File: src/rtl/isd_pkg.sv
package isd_pkg;
  // Strobes from sequencing control to the accumulator datapath
  typedef struct packed {
    logic clear;  // zero all stages this edge
    logic accum;  // advance all stages this edge
    logic snap;   // capture final stage values and weights
  } isdStrobe_t;
endpackage

File: src/rtl/isd_ctrl.sv
module isd_ctrl
  import isd_pkg::*;
#(
  parameter int N_W  = 7,
  parameter int CH_W = 3
) (
  input  logic            clk,
  input  logic            rst,
  input  logic            start,
  input  logic [N_W-1:0]  cfgLen,
  output isdStrobe_t      strobe,
  output logic            modReset,
  output logic            resValid,
  output logic [CH_W-1:0] resChan
);
  localparam logic [N_W-1:0] MIN_LEN = N_W'(2);

  logic            running;
  logic [N_W-1:0]  cnt;
  logic [N_W-1:0]  nLat;
  logic [N_W-1:0]  effLen;
  logic [CH_W-1:0] chanIdx;
  logic            lastCycle;

  // Lengths under the floor are raised to it
  assign effLen    = (cfgLen < MIN_LEN) ? MIN_LEN : cfgLen;
  assign lastCycle = running && (cnt == nLat - N_W'(1));

  always_comb begin
    strobe.accum = running && !start;
    strobe.snap  = lastCycle && !start;
    strobe.clear = start || (lastCycle && !start);
  end

  always_ff @(posedge clk) begin
    if (rst) begin
      running  <= 1'b0;
      cnt      <= '0;
      nLat     <= MIN_LEN;
      chanIdx  <= '0;
      modReset <= 1'b1;
      resValid <= 1'b0;
      resChan  <= '0;
    end else if (start) begin
      running  <= 1'b1;
      cnt      <= '0;
      nLat     <= effLen;
      chanIdx  <= '0;
      modReset <= 1'b1;
      resValid <= 1'b0;
    end else if (running) begin
      if (lastCycle) begin
        cnt      <= '0;
        nLat     <= effLen;
        chanIdx  <= chanIdx + CH_W'(1);
        modReset <= 1'b1;
        resValid <= 1'b1;
        resChan  <= chanIdx;
      end else begin
        cnt      <= cnt + N_W'(1);
        modReset <= 1'b0;
        resValid <= 1'b0;
      end
    end else begin
      modReset <= 1'b1;
      resValid <= 1'b0;
    end
  end

  // strobe never lasts two cycles
  p_valid_single_r5: assert property (@(posedge clk) disable iff (rst)
    resValid |=> !resValid);
  // modulator reset accompanies every result strobe
  p_valid_modrst_r7: assert property (@(posedge clk) disable iff (rst)
    resValid |-> modReset);
  // modulator held in reset while idle
  p_idle_modrst_r7: assert property (@(posedge clk) disable iff (rst)
    !running |-> modReset);
  // latched length never below the floor
  p_len_floor_r11: assert property (@(posedge clk) disable iff (rst)
    running |-> (nLat >= MIN_LEN));
  // cycle count stays inside the latched length
  p_cnt_inside_r4: assert property (@(posedge clk) disable iff (rst)
    running |-> (cnt < nLat));
endmodule

File: src/rtl/isd_datapath.sv
module isd_datapath
  import isd_pkg::*;
#(
  parameter int N_W = 7,
  parameter int W_W = 16
) (
  input  logic                   clk,
  input  logic                   rst,
  input  isdStrobe_t             strobe,
  input  logic                   modBit,
  input  logic signed [W_W-1:0]  wAlpha,
  input  logic signed [W_W-1:0]  wBeta,
  input  logic signed [W_W-1:0]  wGamma,
  output logic signed [W_W+3*N_W+1:0] resData
);
  localparam int STAGES = 3;
  localparam int ACC_W  = 3 * N_W;
  localparam int OUT_W  = W_W + ACC_W + 2;
  localparam int LIM1   = 1 << N_W;

  logic signed [ACC_W-1:0] acc     [STAGES];
  logic signed [ACC_W-1:0] accNext [STAGES];
  logic signed [ACC_W-1:0] snapV   [STAGES];
  logic signed [ACC_W-1:0] stepIn;
  logic signed [W_W-1:0]   wAq, wBq, wGq;
  logic signed [OUT_W-1:0] termA, termB, termG;

  // Two-level bit mapped to +1 / -1
  assign stepIn = modBit ? ACC_W'(1) : {ACC_W{1'b1}};

  for (genvar k = 0; k < STAGES; k++) begin : g_stage
    if (k == 0) begin : g_head
      assign accNext[k] = acc[k] + stepIn;
    end else begin : g_tail
      // Delayed accumulation: add the upstream stage's registered value
      assign accNext[k] = acc[k] + acc[k-1];
    end
  end

  always_ff @(posedge clk) begin
    if (rst) begin
      for (int k = 0; k < STAGES; k++) begin
        acc[k]   <= '0;
        snapV[k] <= '0;
      end
      wAq <= '0;
      wBq <= '0;
      wGq <= '0;
    end else begin
      for (int k = 0; k < STAGES; k++) begin
        if (strobe.clear)      acc[k] <= '0;
        else if (strobe.accum) acc[k] <= accNext[k];
        if (strobe.snap)       snapV[k] <= accNext[k];
      end
      if (strobe.snap) begin
        wAq <= wAlpha;
        wBq <= wBeta;
        wGq <= wGamma;
      end
    end
  end

  assign termA   = OUT_W'(wAq) * OUT_W'(snapV[0]);
  assign termB   = OUT_W'(wBq) * OUT_W'(snapV[1]);
  assign termG   = OUT_W'(wGq) * OUT_W'(snapV[2]);
  assign resData = termA + termB - termG;

  // a boundary leaves every stage at zero
  p_clear_zero_r8: assert property (@(posedge clk) disable iff (rst)
    strobe.clear |=> (acc[0] == '0 && acc[1] == '0 && acc[2] == '0));
  // first stage moves by exactly one per absorbed sample
  p_stage_step_r2: assert property (@(posedge clk) disable iff (rst)
    (strobe.accum && !strobe.clear) |=>
      ((acc[0] == $past(acc[0]) + 1) || (acc[0] == $past(acc[0]) - 1)));
  // first stage bounded by the longest conversion
  p_first_bound_r2: assert property (@(posedge clk) disable iff (rst)
    (acc[0] <= LIM1) && (acc[0] >= -LIM1));
  // held result only changes on a capture
  p_hold_data_r12: assert property (@(posedge clk) disable iff (rst)
    !strobe.snap |=> $stable(resData));
endmodule

File: src/rtl/isd_recon_filter.sv
module isd_recon_filter #(
  parameter int N_W  = 7,
  parameter int W_W  = 16,
  parameter int CH_W = 3
) (
  input  logic                         clk,
  input  logic                         rst,
  input  logic                         start,
  input  logic [N_W-1:0]               cfgLen,
  input  logic signed [W_W-1:0]        wAlpha,
  input  logic signed [W_W-1:0]        wBeta,
  input  logic signed [W_W-1:0]        wGamma,
  input  logic                         modBit,
  output logic                         modReset,
  output logic                         resValid,
  output logic [CH_W-1:0]              resChan,
  output logic signed [W_W+3*N_W+1:0]  resData
);
  isd_pkg::isdStrobe_t strobe;

  isd_ctrl #(.N_W(N_W), .CH_W(CH_W)) ctrl_i (
    .clk      (clk),
    .rst      (rst),
    .start    (start),
    .cfgLen   (cfgLen),
    .strobe   (strobe),
    .modReset (modReset),
    .resValid (resValid),
    .resChan  (resChan)
  );

  isd_datapath #(.N_W(N_W), .W_W(W_W)) dp_i (
    .clk     (clk),
    .rst     (rst),
    .strobe  (strobe),
    .modBit  (modBit),
    .wAlpha  (wAlpha),
    .wBeta   (wBeta),
    .wGamma  (wGamma),
    .resData (resData)
  );
endmodule

File: config.mk
export PLATFORM = sky130hd
export DESIGN_NAME = isd_recon_filter
export DESIGN_NICKNAME = d
export VERILOG_FILES = /design/src/rtl/isd_pkg.sv /design/src/rtl/isd_ctrl.sv /design/src/rtl/isd_datapath.sv /design/src/rtl/isd_recon_filter.sv
export SDC_FILE = /design/constraint.sdc
export NUM_CORES = 2
export LEC_CHECK = 0
export BUFFER_PORTS_ARGS = -buffer_cell sky130_fd_sc_hd__buf_2
export CAP_MARGIN = 30
export CORE_UTILIZATION = 49
export DETAILED_ROUTE_END_ITERATION = 7
export PLACE_DENSITY = 0.67
export SYNTH_ARGS = -nofsm -noshare
export SYNTH_HDL_FRONTEND = slang
export SYNTH_SLANG_ARGS = --single-unit
File: constraint.sdc
create_clock -name clk -period 10.65 [get_ports clk]
set_clock_uncertainty 0.2 [all_clocks]
set_input_delay 1.5975 -clock clk [delete_from_list [all_inputs] [get_ports clk]]
set_output_delay 1.5975 -clock clk [all_outputs]
set_load 0.05 [all_outputs]
==> impl_metrics.py <==
metrics = {
    "placement": {
        "dp.cells": 6852,
        "placed_cell_area_um2": 53300,
        "numPortBuffers": 102,
        "place.gp.congestion": 0.927,
        "hpwlAfterDp_um": 105000,
    },
    "synthesis": {
        "yosysUniqueCellTypes": 71,
        "synth_nets": 6734,
        "ys_seq_elements": 197,
        "yosysWarnings": 0,
        "netlist_instances": 5264,
        "yosysSeqAreaShare_pct": 10.7,
        "netlist_top_cells_area": "fa_1 43%, ha_1 9.6%, inv_1 9.2%",
        "syn_avg_cell_area_um2": 9.25,
        "yosys.area.top_type": "fa_1",
        "synth-edff-count": 126,
        "ys.flop_type": "edfxtp_1",
        "ys_async_sr_fraction_pct": 0,
        "netlist_area_um2": 48700,
        "synth_top_area_share_pct": 42.6,
    },
    "floorplanning": {
        "die_h_um": 317,
        "core_area_um2": 98400,
        "row_count": 115,
        "die_w_um": 317,
        "pin_count": 103,
        "die_area_um2": 101000,
        "initial_core_util_pct": 49.5,
    },
    "timing": {
        "hold_ws_ps": 293,
        "finalHoldViolations": 0,
        "drv_slew": 0,
        "fin_crit_sh_pct": 103,
        "finalSetupTns_ps": -1100,
        "relSlewSlack_pct": 34.2,
        "finalCriticalPeriod_ps": 10930,
        "fmax_mhz": 91.5,
        "worstMarginPinSlew_ps": 985,
        "finalWorstSetupSlack_ps": -282,
        "finalSetupViolCount": 8,
        "rsz0062_at_grt": "true",
    },
    "critical_path": {
        "crit_fanout": 4,
        "cp_slowest_cell": "fa_1",
        "crit_top_cell": "fa_1",
        "worstPathRequired_ps": 8850,
        "cp.arrival_ps": 9130,
        "crit_type": "reg2out",
        "cpPeakStageDelay_ps": 550,
        "critPathLaunchType": "flop",
        "cp-end-kind": "output port",
    },
    "drt": {
        "vias": 36300,
        "drtPass1Iterations": 5,
        "viasPerCell": 5.22,
        "drtIter0Drc": 2179,
        "antenna_left": 0,
        "route.detailed.drc": 0,
        "routedWlPerCell_um": 17.7,
        "wirelength_um": 123000,
    },
    "grt": {
        "overflow": 0,
        "first_global_vias": 38700,
        "grt_max_degree": 66,
        "grt_pass1_wl_um": 203000,
        "grt_usage_pct": 25.9,
        "antenna_found_initial": 5,
    },
    "outcome": {
        "violations": "negative setup slack",
        "status": "complete, but fails checks",
    },
    "cells_and_area": {
        "seqCellArea_um2": 5260,
        "drive_gt1_share_pct": 15.6,
        "synthToLayoutAreaGrowth_pct": 15.3,
        "layoutNonFillerInstCount": 6952,
        "nets": 7120,
        "fin_area_um2": 56100,
        "n_fill_cell": 8593,
        "multiInputGateArea_um2": 39600,
    },
    "clock_network": {
        "h-tree-depth": 4,
        "clockBufferDepth": 2,
        "cts.sinks": 197,
        "cts_hold_buf": 0,
        "cts_tree": "done",
        "insertion_delay_ps": 510,
        "cts_root_buf": "clkbuf_16",
        "cts_buffers": 17,
        "clk_pin_slew_ps": 90,
    },
    "pwr": {
        "power_uw": 3820,
        "power_leakage_uw": 0.0280,
        "power_density_nw_per_um2": 68.0,
        "ir_worst_vdd_mv": 0.642,
    },
    "hold_path": {
        "hp-class": "reg2reg",
    },
    "job": {
        "drv_cap": 0,
    },
}
## timing repair
action	in CTS	in global routing
gates resized for setup	226	165
buffers inserted	46	23
gates cloned	0	0
pin swaps	125	90
setup endpoints to repair	20	21
## path summary, 6_finish.rpt
| kind | from | end | slack, ps | cells past startpoint |
|---|---|---|---|---|
| setup / recovery | dp_i.snapV[0][49] | resData[37] | -280 | 35 |
| hold / removal | ctrl_i.resChan[1] | ctrl_i.resChan[1] | 290 | 1 |
| setup reg to reg | ctrl_i.nLat[0] | dp_i.wBq[1] | 6610 | 12 |
| hold reg to reg | ctrl_i.resChan[1] | ctrl_i.resChan[1] | 290 | 1 |
## synthesized netlist by cell type, types with 4 or more instances
cell type,number
nand4_1,17
a31oi_1,15
a21oi_1,151
a221oi_1,4
o21bai_1,19
buf_2,6
xor2_1,87
nand2_1,612
or2_2,8
o21ai_1,7
inv_1,1188
edfxtp_1,126
a22o_1,50
nand3_1,33
a211o_1,7
a221o_1,4
a311oi_1,5
a31o_2,4
o211ai_1,10
o21a_1,25
ha_1,375
a21boi_0,8
and3_1,15
nor2_1,242
mux2i_1,8
dfxtp_1,71
and2_1,425
nor2b_1,20
a211oi_1,24
a21o_1,84
fa_1,1036
o311ai_0,4
o221ai_1,4
xnor2_1,139
clkbuf_1,185
o2111ai_1,5
or3_1,15
o21ai_0,87
o22ai_1,4
nand2b_1,60
nor3_1,28
## layout make-up
cell class / count / area share (%)
timing repair buffer: 561 / 8.08
sequential: 197 / 9.37
inverter: 1189 / 7.96
antenna: 2 / 0.00892
tap: 1287 / 2.87
clock inverter: 14 / 0.301
multi-input combinational: 3684 / 70.7
clock buffer: 18 / 0.765
## logic make-up (layout without fill, tap and decap cells)
| kind of cell | Yosys count | count (layout) | share of synthesized area [%] |
|---|---|---|---|
| and+or+nand+nor | 1488 | 1488 | 14.6 |
| adders and majority gates | 1411 | 1411 | 52.2 |
| buffers and inverters | 1383 | 1782 | 10.7 |
| AOI/OAI and AO/OA | 551 | 551 | 7.53 |
| xor gates and xnor gates | 226 | 226 | 4.07 |
| DFF | 197 | 197 | 10.7 |
| muxes | 8 | 8 | 0.165 |
| other | 0 | 2 | 0 |
## power breakdown
part | internal, uW | switching, uW
Sequential | 836 | 29.8
Combinational | 849 | 1380
Clock | 336 | 382
Total | 2020 | 1790
## critical path, delay by kind of cell, from the launching register on
family / cells / cell delay, ps
multiplexers: 1 / 200
flip-flops: 1 / 470
AND/OR/NAND/NOR: 2 / 300
XOR/XNOR: 2 / 490
adder cells (fa/ha/maj): 9 / 3940
AO/OA/AOI/OAI: 14 / 2430
buffers and inverters: 7 / 770
## per-stage QoR
| step | utilization [%] | worst slack (ps) |
|---|---|---|
| 5_1_grt | 57.0 | -632 |
| 3_5_place_dp | 54.2 | -58.7 |
| 3_3_place_gp | 54.1 | -6.25 |
| 2_1_floorplan | - | 86.3 |
| 6_report | 57.0 | -282 |
| 4_1_cts | 56.1 | -206 |
## layer usage
| layer | track usage (%) | vias up | part of all wire [%] |
|---|---|---|---|
| met3 | 3.46 | 184 | 5.9 |
| li1 | - | 16700 | - |
| met4 | 7.96 | 8 | 3.3 |
| met5 | 0 | - | 0.036 |
| met2 | 43.5 | 942 | 49 |
| met1 | 35.0 | 18500 | 42 |
## cell usage in the layout, fill, tap and decap left out, drive strengths merged, types with 5 or more instances in the layout
cell,Yosys,layout
xnor2,139,139
a22o,50,50
a21oi,152,152
nor2,242,242
a211o,8,8
o211ai,10,10
buf,9,561
inv,1188,1196
o21bai,19,19
a311oi,5,5
mux2i,8,8
nor2b,20,20
xor2,87,87
or2,8,8
dfxtp,71,71
o21a,25,25
ha,375,375
nand4,17,17
or3,16,16
a31oi,15,15
o21ai,94,94
a21boi,8,8
o2111ai,5,5
clkbuf,185,18
nand2,612,612
nor3,28,28
nand2b,60,60
and3,15,15
a211oi,24,24
and2,425,425
nand3,33,33
edfxtp,126,126
a21o,85,85
fa,1036,1036
clkinv,1,5
## flip-flops by register name, indices dropped and copies added (netlist names), 7 cells and up
signal / flops
ctrl_i.cnt: 7
dp_i.wBq: 16
ctrl_i.nLat: 7
dp_i.snapV: 63
dp_i.wGq: 16
dp_i.acc: 63
dp_i.wAq: 16
Power figures use the tool's default switching activity.
